==> config.mk <==
export PLATFORM = sky130hd
export DESIGN_NAME = rtc_update_seq
export DESIGN_NICKNAME = d
export VERILOG_FILES = /design/src/rtl/rtc_update_seq.sv
export SDC_FILE = /design/constraint.sdc
export NUM_CORES = 1
export LEC_CHECK = 0
export ABC_AREA = 1
export ABC_CLOCK_PERIOD_IN_PS = 2050
export BUFFER_PORTS_ARGS = -buffer_cell sky130_fd_sc_hd__buf_2
export CAP_MARGIN = 40
export CORE_AREA = 3 3 40 42
export CTS_BUF_LIST = sky130_fd_sc_hd__clkbuf_2 sky130_fd_sc_hd__clkbuf_4 sky130_fd_sc_hd__clkbuf_8
export DETAILED_ROUTE_END_ITERATION = 10
export DIE_AREA = 0 0 43 45
export GPL_ROUTABILITY_DRIVEN = 0
export GPL_TIMING_DRIVEN = 0
export PLACE_DENSITY = 0.64
export SYNTH_ARGS = -nofsm -noshare
export SYNTH_HDL_FRONTEND = slang
export SYNTH_SLANG_ARGS = --single-unit
==> constraint.sdc <==
create_clock -name clk -period 2.05 [get_ports clk]
set_input_delay 0.41 -clock clk [delete_from_list [all_inputs] [get_ports clk]]
set_output_delay 0.41 -clock clk [all_outputs]
set_load 0.01 [all_outputs]
==> src/rtl/rtc_update_seq.sv <==
module rtc_update_seq #(
  parameter int TICKS_PER_SEC  = 16,
  parameter int UIP_LEAD_TICKS = 3
) (
  input  logic       clk,
  input  logic       rst_n,
  input  logic       tick,
  input  logic [2:0] div_sel,
  input  logic       set_hold,
  input  logic       uie_wr,
  input  logic       uie_wdata,
  output logic       uip,
  output logic       upd_en,
  output logic       upd_done,
  output logic       uie
);

  localparam int CW = $clog2(TICKS_PER_SEC + 1);
  localparam logic [CW-1:0] FULL = CW'(TICKS_PER_SEC);
  localparam logic [CW-1:0] HALF = CW'(TICKS_PER_SEC / 2);
  localparam logic [CW-1:0] LEAD = CW'(UIP_LEAD_TICKS);

  logic [CW-1:0] remain;
  logic          run_mode, rst_mode, expire;

  assign run_mode = (div_sel == 3'b010);
  assign rst_mode = (div_sel[2:1] == 2'b11);
  assign expire   = run_mode && tick && (remain == CW'(1));

  always_ff @(posedge clk) begin
    if (!rst_n)        remain <= HALF;
    else if (rst_mode) remain <= HALF;
    else if (run_mode && tick) remain <= expire ? FULL : remain - CW'(1);
  end

  always_ff @(posedge clk) begin
    if (!rst_n) begin
      upd_en   <= 1'b0;
      upd_done <= 1'b0;
    end else begin
      upd_en   <= expire && !set_hold;
      upd_done <= upd_en;
    end
  end

  assign uip = (run_mode && !set_hold && remain <= LEAD) || upd_en;

  always_ff @(posedge clk) begin
    if (!rst_n || set_hold) uie <= 1'b0;
    else if (uie_wr)        uie <= uie_wdata;
  end

  AST_UPD_NEEDS_RUN: assert property (@(posedge clk) disable iff (!rst_n)
    upd_en |-> $past(div_sel == 3'b010 && !set_hold && tick));
  AST_DONE_FOLLOWS: assert property (@(posedge clk) disable iff (!rst_n)
    upd_en |=> upd_done);
  AST_DONE_ONLY_AFTER_UPD: assert property (@(posedge clk) disable iff (!rst_n)
    upd_done |-> $past(upd_en));
  AST_UIP_WARNED: assert property (@(posedge clk) disable iff (!rst_n)
    $rose(upd_en) |-> $past(uip));
  AST_HOLD_NO_UPD: assert property (@(posedge clk) disable iff (!rst_n)
    (div_sel[2:1] == 2'b11) |=> !upd_en);
  AST_SET_BLOCKS: assert property (@(posedge clk) disable iff (!rst_n)
    set_hold |=> !upd_en);
  AST_SET_CLEARS_UIE: assert property (@(posedge clk) disable iff (!rst_n)
    set_hold |=> !uie);
  AST_NO_BACK_TO_BACK: assert property (@(posedge clk) disable iff (!rst_n)
    upd_en |=> !upd_en);

endmodule

# ---- Yosys cells after proc, flatten, opt, wreduce, memory -nomap -nowiden
# Index checks and enable logic that the tools add are counted.
dict set report totals {
  reg_bits 8
  latch_bits 0
  mem_bits_rw 0
  rom_bits 0
  inputBits 9
  word_cells 21
  memories 0
}
dict set report classes {
  addsub 1
  multipliers 0
  div 0
  order_cmp 1
  eq_ne 3
  shift 0
  n_mux 1
  n_bitwise 1
  n_reduce_logical 10
}
# cell count
set ops {}
lappend ops {{5-bit by 1-bit equality test with 1-bit output, second input constant} 1}
lappend ops {{5-bit by 2-bit <= comparator with 1-bit output, second input constant} 1}
lappend ops {{1-bit logical AND} 5}
lappend ops {{5-bit 2-to-1 mux} 1}
lappend ops {{5-bit by 1-bit subtractor with 5-bit output, second input constant} 1}
lappend ops {{3-bit by 2-bit equality test with 1-bit output, second input constant} 1}
lappend ops {{2-bit equality test, second input constant} 1}
lappend ops {{1-bit logical NOT} 2}
lappend ops {{1-bit logical OR} 2}
lappend ops {{2-bit OR reduction} 1}
lappend ops {{1-bit NOT} 1}

# ---- Longest topological paths before layout
# Gate-level depths: netlist of the first run.
dict set report depth {
  word_depth 4
  depth_mapped 6
}

# ---- Worst setup path before layout of the first run
# Ideal clock, no wire load.
dict set report synth_timing {
  kind {reg2out}
  start {register remain[2]}
  end {output uip}
  arrival_ns 0.889
  t_required_ns 1.640
  slack_ns 0.751
  stages_incl_launch_ff 4
  n_path_buf 0
  path_cell_list {dfxtp_1 -> nor3_4 -> o211ai_1 -> o21bai_1}
}
dict set report synth_via {
  elab_chain_len 3
}
# item line_no
set synth_lines {}
lappend synth_lines {{start: declaration} 23} ;# logic [CW-1:0] remain;
lappend synth_lines {{start signal: assignment} 33} ;# else if (run_mode && tick) remain <= expire ? FULL : remain - CW'(1);
lappend synth_lines {{5-bit by 2-bit <= comparator with 1-bit output} 46} ;# assign uip = (run_mode && !set_hold && remain <= LEAD) || upd_en;
lappend synth_lines {{1-bit logical AND} 46}
lappend synth_lines {{1-bit logical OR} 46}
lappend synth_lines {{end: declaration} 12} ;# output logic uip,
# Every way passes these cells.

# ---- Worst setup path after layout of the first run
dict set report layout_timing {
  start {register remain[3]}
  end {output uip}
}
# Same word-level chain as after synthesis.

==> flow_metrics.tcl, run 1 <==
set metrics [dict create \
    outcome "completed" \
    worst_setup_slack_post_dpl_ns 0.627 \
    detailroute.via_count 395 \
    worstSkewPairLatency_ns 0.26 \
    finalNetCount 85 \
    layout-area-overhead-vs-synth_pct 22.0 \
    grt_start_max_net_pins 10 \
    max_stage_delay_ns 0.37 \
    min_path_type "in -> reg" \
    crit_chain "nor3_4 -> o211ai_1 -> o21bai_1 -> buf_2" \
    number_of_routed_nets_with_antenna_violations 0 \
    avg_vias_per_cell 4.59 \
    cts_buf_count 3 \
    cts_tree "done" \
    post_synth_instance_area_um2 460 \
    clkSinkCount 8 \
    peakVddDrop_mv 0.207 \
    placeableCoreArea_um2 1280 \
    synthesis.instances 56 \
    die_w_um 43 \
    worst_path_max_delay_cell "dfxtp_1" \
    fmax_ghz 0.587 \
    drc_violation_total_after_the_first_tritonroute_iteration 12 \
    crit_path_end_kind "primary output" \
    power.static_leakage_nw 0.268 \
    report.final.hold_viol_count 0 \
    worst_setup_hold_path_clk_slew_ns 0.06 \
    wl_um 844 \
    number_of_buffers_inserted_by_post_cts_setup_repair 0 \
    post-layout-total-power_w 0.000321 \
    length_of_the_first_detailed_routing_pass_in_iterations 2 \
    wire_length_of_the_first_global_routing_pass_um 1470 \
    finalSetupTns_ns 0 \
    ctsResizeCount 0 \
    pwr_density_cell_nw_per_um2 572 \
    max_slew_margin_pct 83.2 \
    max-clock-path-buffers 2 \
    htreeDepth 1 \
    drc 0 \
    reported_max_cap_violation_count 0 \
    final_layout_size_suffix_gt1_share_pct 28.2 \
    n_fill_cell 139 \
    die_area_um2 1940 \
    initial_antenna_violation_count 0 \
    port-buffer-count 12 \
    grt_util_all_layers_pct 10.3 \
    row_count 13 \
    layout_setup_ws_ns 0.348 \
    dieHeight_um 45 \
    layout_min_cycle_time_ns 1.70 \
    top_level_ports 13 \
    finish.instance_area_um2 562 \
    synth.ff_latch_count 8 \
    multiInputGateArea_um2 263 \
    netlist.top_cell.by_area "dfxtp_1" \
    report.final.slew_viol_count 0 \
    synth_seq_area_share_pct 34.8 \
    critical_path_required_ns 1.64 \
    critical_path.max_fanout 4 \
    synth_cell_types 18 \
    worst-setup-path-type "reg -> out" \
    detail_route.wl_per_cell_um 9.81 \
    dpl_cell_area_um2 539 \
    synthesis.area_per_instance_um2 8.22 \
    register_area_um2 160 \
    synth_area_leaders "dfxtp_1 (35%), nand2_1 (9.8%), ha_1 (8.2%)" \
    layout.cells.non_filler 86 \
    final.period_utilization_pct 83.0 \
    placedCellCount 83 \
    cts-root-buf "clkbuf_4" \
    first_global_vias 392 \
    worst_slew_pin_slew_ns 0.252 \
    synth-warning-count 0 \
    timing.critical_path.from_type "register" \
    dp_hpwl_um 680 \
    timing.critical_path.arrival_ns 1.29 \
    gr-total-overflow 0 \
    hold_buffers 0 \
    worst_clock_skew_ns 0.00641 \
    diodes 0 \
    rsz0062_at_grt "no" \
    starting_density_pct 35.8 \
    syn_nets 68 \
    synth_top_area_share_pct 34.8 \
    final-setup-viol-count 0 \
]
## worst paths after layout
| kind | depth (start not counted) | to | start | slack [ns] |
|---|---|---|---|---|
| min reg2reg | 2 | upd_done | upd_en | 0.45 |
| max reg2reg | 4 | remain[1] | remain[0] | 0.94 |
| min | 3 | upd_done | rst_n | 0.37 |
| max | 4 | uip | remain[3] | 0.35 |
## through the flow
step / hold WS, ns / utilization (%)
floorplan: 0.460 / -
global placement: 0.425 / 42.0
detailed placement: 0.430 / 42.0
CTS: 0.368 / 43.7
global route: 0.379 / 43.7
finish: 0.375 / 43.7
## synth_stat cells (all sizes together)
master	instances
o21bai	1
dfxtp	8
inv	10
xnor2	1
a21oi	4
nor3	1
nand3b	1
nand2	12
nand3	7
a21boi	1
ha	3
mux2i	1
o211ai	2
nor2	4
## registers in the layout, indices dropped and copies added (netlist names)
register,flops
upd_en,1
uie,1
remain,5
upd_done,1
## metal layers
layer / global-route usage (%) / wire length (um) / up-vias
met5: 0 / 0 / -
met4: 9.04 / 14 / 0
met3: 1.20 / 25 / 2
met2: 16.5 / 411 / 8
met1: 12.1 / 391 / 174
li1: - / - / 211
## kinds of logic after synthesis
family	count (synthesis)	share of synthesized area, %
xor+xnor	1	1.90
flops	8	34.8
simple gates	25	32.1
fa+ha+maj	3	8.15
mux	1	2.17
buf+inv	10	8.15
compound gates	8	12.8
## power breakdown
group / internal (W) / switching [W]
Combinational: 0.0000158 / 0.0000205
Sequential: 0.000158 / 0.00000293
Clock: 0.0000672 / 0.0000565
Total: 0.000241 / 0.0000799
## critical path, delay by kind of cell (launching register included)
kind / cells / cell delay, ns
flops: 1 / 0.37
compound gates: 2 / 0.27
simple gates: 1 / 0.26
buf+inv: 1 / 0.14
## cell type report
class / instances / share of cell area (%)
Clock buffer: 3 / 4.01
Inverter: 10 / 6.68
Multi-Input combinational cell: 38 / 46.8
Sequential cell: 8 / 28.5
Tap cell: 15 / 3.34
Timing Repair Buffer: 12 / 10.7
## cells in the final DEF, fill, tap and decap left out
cell | synthesis | layout
xnor2_1 | 1 | 1
o211ai_2 | 1 | 1
clkbuf_4 | 0 | 3
nand3_1 | 6 | 6
nor2_8 | 1 | 1
nand2_1 | 12 | 12
dfxtp_1 | 8 | 8
buf_2 | 0 | 12
mux2i_1 | 1 | 1
a21boi_1 | 1 | 1
nor3_4 | 1 | 1
ha_1 | 3 | 3
inv_1 | 10 | 10
nand3b_1 | 1 | 1
nor2_1 | 3 | 3
o21bai_1 | 1 | 1
a21oi_1 | 3 | 3
o211ai_1 | 1 | 1
a21oi_2 | 1 | 1
nand3_4 | 1 | 1
No activity file was read; power rests on OpenSTA's default activity.
==> run 2: changes to the inputs <==
--- a/config.mk
+++ b/config.mk
@@ -6,7 +6,7 @@
 export NUM_CORES = 1
 export LEC_CHECK = 0
 export ABC_AREA = 1
-export ABC_CLOCK_PERIOD_IN_PS = 2050
+export ABC_CLOCK_PERIOD_IN_PS = 1400
 export BUFFER_PORTS_ARGS = -buffer_cell sky130_fd_sc_hd__buf_2
 export CAP_MARGIN = 40
 export CORE_AREA = 3 3 40 42
@@ -15,7 +15,7 @@
 export DIE_AREA = 0 0 43 45
 export GPL_ROUTABILITY_DRIVEN = 0
 export GPL_TIMING_DRIVEN = 0
-export PLACE_DENSITY = 0.64
+export PLACE_DENSITY = 0.66
 export SYNTH_ARGS = -nofsm -noshare
 export SYNTH_HDL_FRONTEND = slang
 export SYNTH_SLANG_ARGS = --single-unit
==> constraint.sdc (replaced) <==
create_clock -name clk -period 1.4 [get_ports clk]
set_input_delay 0.28 -clock clk [delete_from_list [all_inputs] [get_ports clk]]
set_output_delay 0.28 -clock clk [all_outputs]
set_load 0.01 [all_outputs]
==> flow_metrics.tcl, run 2 (synthesized netlist as in run 1, its figures left out) <==
set metrics [dict create \
    dp_hpwl_um 668 \
    max_stage_delay_ns 0.34 \
    initial_antenna_violation_count 0 \
    fmax_ghz 0.689 \
    worst_path_max_delay_cell "dfxtp_2" \
    avg_vias_per_cell 4.49 \
    violations "setup timing" \
    gr-total-overflow 0 \
    final_layout_size_suffix_gt1_share_pct 31.9 \
    report.final.hold_viol_count 0 \
    layout-area-overhead-vs-synth_pct 24.2 \
    grt_util_all_layers_pct 10.1 \
    timing.critical_path.from_type "register" \
    hold_buffers 0 \
    power.static_leakage_nw 0.274 \
    reported_max_cap_violation_count 0 \
    largest_register_ffs 5 \
    crit_chain "nor3_4 -> o211ai_1 -> o21bai_1 -> buf_2" \
    dieHeight_um 45 \
    first_global_vias 364 \
    layout_setup_ws_ns -0.0519 \
    clkSinkCount 8 \
    outcome "complete, but fails checks" \
    cp-startpoint "remain[2]" \
    grt_start_max_net_pins 10 \
    htreeDepth 1 \
    timing.critical_path.arrival_ns 1.17 \
    leading_cell_types_in_the_layout_fill_and_taps_excluded "nand2_1 (12), buf_2 (12), inv_1 (10)" \
    worst_slew_pin_slew_ns 0.235 \
    wl_um 850 \
    max-clock-path-buffers 2 \
    critical_path_required_ns 1.12 \
    worst_setup_slack_post_dpl_ns 0.126 \
    report.final.slew_viol_count 0 \
    worst_setup_hold_path_clk_slew_ns 0.06 \
    final.period_utilization_pct 104 \
    finalNetCount 86 \
    top_register "remain" \
    min_path_type "in -> reg" \
    critical_path.max_fanout 4 \
    number_of_routed_nets_with_antenna_violations 0 \
    top_level_ports 13 \
    starting_density_pct 35.8 \
    diodes 0 \
    layout.cells.non_filler 87 \
    worst_clock_skew_ns 0.00615 \
    cts_tree "done" \
    detail_route.wl_per_cell_um 9.77 \
    crit_path_end_kind "primary output" \
    fin_util_pct 44.5 \
    die_area_um2 1940 \
    placeableCoreArea_um2 1280 \
    hold_path.startpoint "rst_n" \
    die_w_um 43 \
    rsz0062_at_grt "yes" \
    placedCellCount 83 \
    port-buffer-count 12 \
    max_slew_margin_pct 84.3 \
    wire_length_of_the_first_global_routing_pass_um 1390 \
    detailroute.via_count 391 \
    drc_violation_total_after_the_first_tritonroute_iteration 13 \
    pwr_density_cell_nw_per_um2 814 \
    length_of_the_first_detailed_routing_pass_in_iterations 3 \
    peakVddDrop_mv 0.289 \
    layout_min_cycle_time_ns 1.45 \
    drc 0 \
    timing.rr.start "remain[1]" \
    cts-root-buf "clkbuf_4" \
    final-setup-viol-count 1 \
    worst-setup-path-type "reg -> out" \
    cts_buf_count 3 \
    worstSkewPairLatency_ns 0.25 \
    row_count 13 \
]
## run 2: what timing repair did
item	CTS	global route
gates resized for setup	2	0
buffers inserted	1	0
setup endpoints to repair	1	1
pin swaps	1	0
## run 2: per-layer routing
layer	global-route usage, %	share of wire [%]	vias up	wire, um
met5	0	0	-	0
met4	9.04	1.9	0	16
met3	3.19	5.9	2	50
met2	15.6	43	11	369
met1	11.2	49	164	413
li1	-	-	214	-
## run 2: path summary, 6_finish.rpt
kind	endpoint	slack, ns	cells after the start
max reg2reg	remain[1]	0.32	4
min reg2reg	upd_done	0.44	2
min	upd_done	0.24	3
max	uip	-0.05	4
## run 2: stage by stage
stage | instance area [um2] | hold WS, ns | TNS (ns) | power [W]
final | 572 | 0.240 | -0.0519 | 0.000465
after floorplan | 460 | 0.378 | 0 | 0.000274
after CTS | 572 | 0.234 | -0.0707 | 0.000477
after global routing | 572 | 0.256 | -0.165 | 0.000495
after detailed placement | 539 | 0.432 | 0 | 0.000294
after global placement | 539 | 0.425 | 0 | 0.000293
## run 2: where the power goes
group,switching [W],internal [W],total [W]
clock,0.0000769,0.0000980,0.000175
combinational,0.0000303,0.0000238,0.0000541
sequential,0.00000438,0.000232,0.000236
total,0.000112,0.000354,0.000465
## run 2: layout make-up
cell class,instances,area [um2]
Fill cell,137,713
Multi-Input combinational cell,38,263
Sequential cell,8,163
Timing Repair Buffer,13,67.6
Inverter,10,37.5
Clock buffer,3,22.5
Tap cell,15,18.8
## run 2: critical path: cells and delay by family, from the launching register on
| family | cells | cell delay (ns) |
|---|---|---|
| simple gates | 1 | 0.20 |
| buf+inv | 1 | 0.14 |
| flops | 1 | 0.34 |
| compound gates | 2 | 0.23 |
==> run 3: changes to the inputs <==
--- a/config.mk
+++ b/config.mk
@@ -5,7 +5,6 @@
 export SDC_FILE = /design/constraint.sdc
 export NUM_CORES = 1
 export LEC_CHECK = 0
-export ABC_AREA = 1
 export ABC_CLOCK_PERIOD_IN_PS = 1400
 export BUFFER_PORTS_ARGS = -buffer_cell sky130_fd_sc_hd__buf_2
 export CAP_MARGIN = 40
@@ -15,7 +14,7 @@
 export DIE_AREA = 0 0 43 45
 export GPL_ROUTABILITY_DRIVEN = 0
 export GPL_TIMING_DRIVEN = 0
-export PLACE_DENSITY = 0.66
+export PLACE_DENSITY = 0.64
 export SYNTH_ARGS = -nofsm -noshare
 export SYNTH_HDL_FRONTEND = slang
 export SYNTH_SLANG_ARGS = --single-unit
==> flow_metrics.tcl, run 3 <==
set metrics [dict create \
    outcome "complete, but fails checks" \
    violations "setup timing" \
    multiInputGateArea_um2 314 \
    worstRegToRegCells 6 \
    post_synth_instance_area_um2 439 \
    power.clock.fraction_pct 36.6 \
    worstSkewPairLatency_ns 0.25 \
    switchingPower_w 0.000106 \
    grt_util_all_layers_pct 12.3 \
    register_area_um2 165 \
    final-setup-viol-count 6 \
    synthesis.instances 45 \
    grt_start_max_net_pins 8 \
    row_count 13 \
    timing.critical_path.from_type "register" \
    htreeDepth 1 \
    drc_violation_total_after_the_first_tritonroute_iteration 4 \
    report.final.hold_viol_count 0 \
    final_common_cell "buf_2" \
    post-layout-total-power_w 0.000464 \
    yosysMostFrequentCell "dfxtp_1" \
    reg2reg_slack_ns -0.09 \
    detailroute.via_count 412 \
    power_frac_comb_pct 12.7 \
    die_area_um2 1940 \
    peakVddDrop_mv 0.326 \
    layout-area-overhead-vs-synth_pct 42.2 \
    dpl_cell_area_um2 518 \
    ys_async_sr_fraction_pct 0 \
    synthTopCellsByCount "dfxtp_1 (8), nand2_1 (4)" \
    port-buffer-count 12 \
    dieHeight_um 45 \
    initial_antenna_violation_count 0 \
    worst-setup-path-type "reg -> out" \
    drc 0 \
    cts-root-buf "clkbuf_4" \
    synth_cell_types 25 \
    p_int_w 0.000359 \
    cts_buf_count 3 \
    synthFlopType "dfxtp_1" \
    timing.rr.start "remain[0]" \
    finalNetCount 77 \
    layout_setup_ws_ns -0.289 \
    placeableCoreArea_um2 1280 \
    netlist.top_cell.by_area "dfxtp_1" \
    final_layout_size_suffix_gt1_share_pct 54.0 \
    detail_route.wl_per_cell_um 13.6 \
    use_met2_pct 19.5 \
    max_slew_margin_pct 75.6 \
    top_level_ports 13 \
    fmax_ghz 0.592 \
    finish.instance_area_um2 624 \
    length_of_the_first_detailed_routing_pass_in_iterations 6 \
    dp_hpwl_um 730 \
    number_of_routed_nets_with_antenna_violations 0 \
    hold_buffers 0 \
    final.period_utilization_pct 121 \
    finalSetupTns_ns -0.441 \
    min_path_type "in -> reg" \
    leading_cell_types_in_the_layout_fill_and_taps_excluded "buf_2 (11), dfxtp_1 (6), nand2_1 (4)" \
    largest_register_ffs 5 \
    starting_density_pct 34.2 \
    syn_nets 57 \
    die_w_um 43 \
    reported_max_cap_violation_count 0 \
    synth_top_area_share_pct 36.5 \
    report.final.slew_viol_count 0 \
    pwr_density_cell_nw_per_um2 744 \
    avg_vias_per_cell 5.28 \
    worst_setup_hold_path_clk_slew_ns 0.05 \
    synthesis.area_per_instance_um2 9.76 \
    critPathCapture "uip" \
    fin_util_pct 48.6 \
    grt.met1_usage_pct 12.6 \
    wl_um 1060 \
    first_global_vias 377 \
    timing.critical_path.arrival_ns 1.41 \
    synth_edf_count 0 \
    power_switching_share_pct 22.7 \
    groute.layer.met3.usage_pct 5.98 \
    synth_area_leaders "dfxtp_1 (36%), ha_1 (8.5%), nand4bb_4 (6.3%)" \
    layout_min_cycle_time_ns 1.69 \
    synth-warning-count 0 \
    diodes 0 \
    critical_path.max_fanout 3 \
    top_register "remain" \
    max-clock-path-buffers 2 \
    critical_path_required_ns 1.12 \
    hold-worst-slack_ns 0.216 \
    wire_length_of_the_first_global_routing_pass_um 1590 \
    seq_power_share_pct 50.7 \
    regToRegEndpoint "remain[2]" \
    gr-total-overflow 0 \
    synth_seq_area_share_pct 36.5 \
    cp-startpoint "remain[0]" \
    n_fill_cell 120 \
    clkSinkCount 8 \
    synth.ff_latch_count 8 \
    power.static_leakage_nw 0.253 \
    rsz0062_at_grt "yes" \
    worst_slew_pin_slew_ns 0.364 \
    crit_path_end_kind "primary output" \
    grt_busiest_layer "met2" \
    cts_tree "done" \
    worst_clock_skew_ns 0.00465 \
]
-- run 3: changes by cell type after synthesis, moves of 2 or more --
cell and change:
nand2_1 -8, nand3_1 -6, or3_2 +2, nor3_1 +2, inv_1 -7
-- run 3: cell families (layout without fill, tap and decap cells) --
logic type	count (synthesis)	count (layout)	synth area share [%]
adder cells (fa/ha/maj)	3	3	8.55
AND/OR/NAND/NOR	21	21	36.2
AO/OA/AOI/OAI	9	9	14.0
flip-flops	8	8	36.5
multiplexers	1	1	2.28
buffers and inverters	3	21	2.56
-- run 3: how the worst min path moves through the flow --
stage	endpoint	startpoint	cells past startpoint
after floorplan	uie	set_hold	1
after global placement	remain[1]	remain[1]	2
after detailed placement	uie	set_hold	2
after CTS	uie	set_hold	2
after global routing	uie	set_hold	2
final	uie	set_hold	2
-- run 3: final cells by class --
class	instances	share of cell area, %
Sequential cell	8	26.5
Clock buffer	3	3.61
Inverter	3	1.80
Tap cell	15	3.01
Timing Repair Buffer	15	14.8
Multi-Input combinational cell	34	50.3
-- run 3: layer usage --
| metal | routed length [um] | up-vias |
|---|---|---|
| li1 | - | 209 |
| met1 | 421 | 192 |
| met2 | 578 | 9 |
| met3 | 33 | 2 |
| met4 | 23 | 0 |
| met5 | 0 | - |
-- run 3: repair_timing --
| action | CTS | global route |
|---|---|---|
| cloned | 0 | 0 |
| buffers inserted | 3 | 1 |
| pin swaps | 5 | 3 |
| gates resized for setup | 10 | 6 |
| endpoints found under the setup margin | 5 | 4 |
-- run 3: power groups by stage --
stage          Clock, W  Sequential, W  Combinational [W]
6_report       0.000170       0.000235          0.0000592
3_3_place_gp          0       0.000241          0.0000469
5_1_grt        0.000192       0.000235          0.0000660
2_1_floorplan         0       0.000240          0.0000250
3_5_place_dp          0       0.000241          0.0000483
4_1_cts        0.000177       0.000235          0.0000539
-- run 3: critical path, stage by stage, from the launching register on --
cell,delay [ns]
dfxtp_4,0.35
ha_2,0.16
or3_1,0.32
a31o_2,0.22
buf_6,0.12
-- run 3: stage by stage --
| stage | std cells | setup WS, ns |
|---|---|---|
| finish | 78 | -0.289 |
| global route | 78 | -0.334 |
| CTS | 77 | -0.292 |
| detailed placement | 72 | -0.135 |
| global placement | 72 | -0.116 |
| floorplan | 45 | 0.0373 |
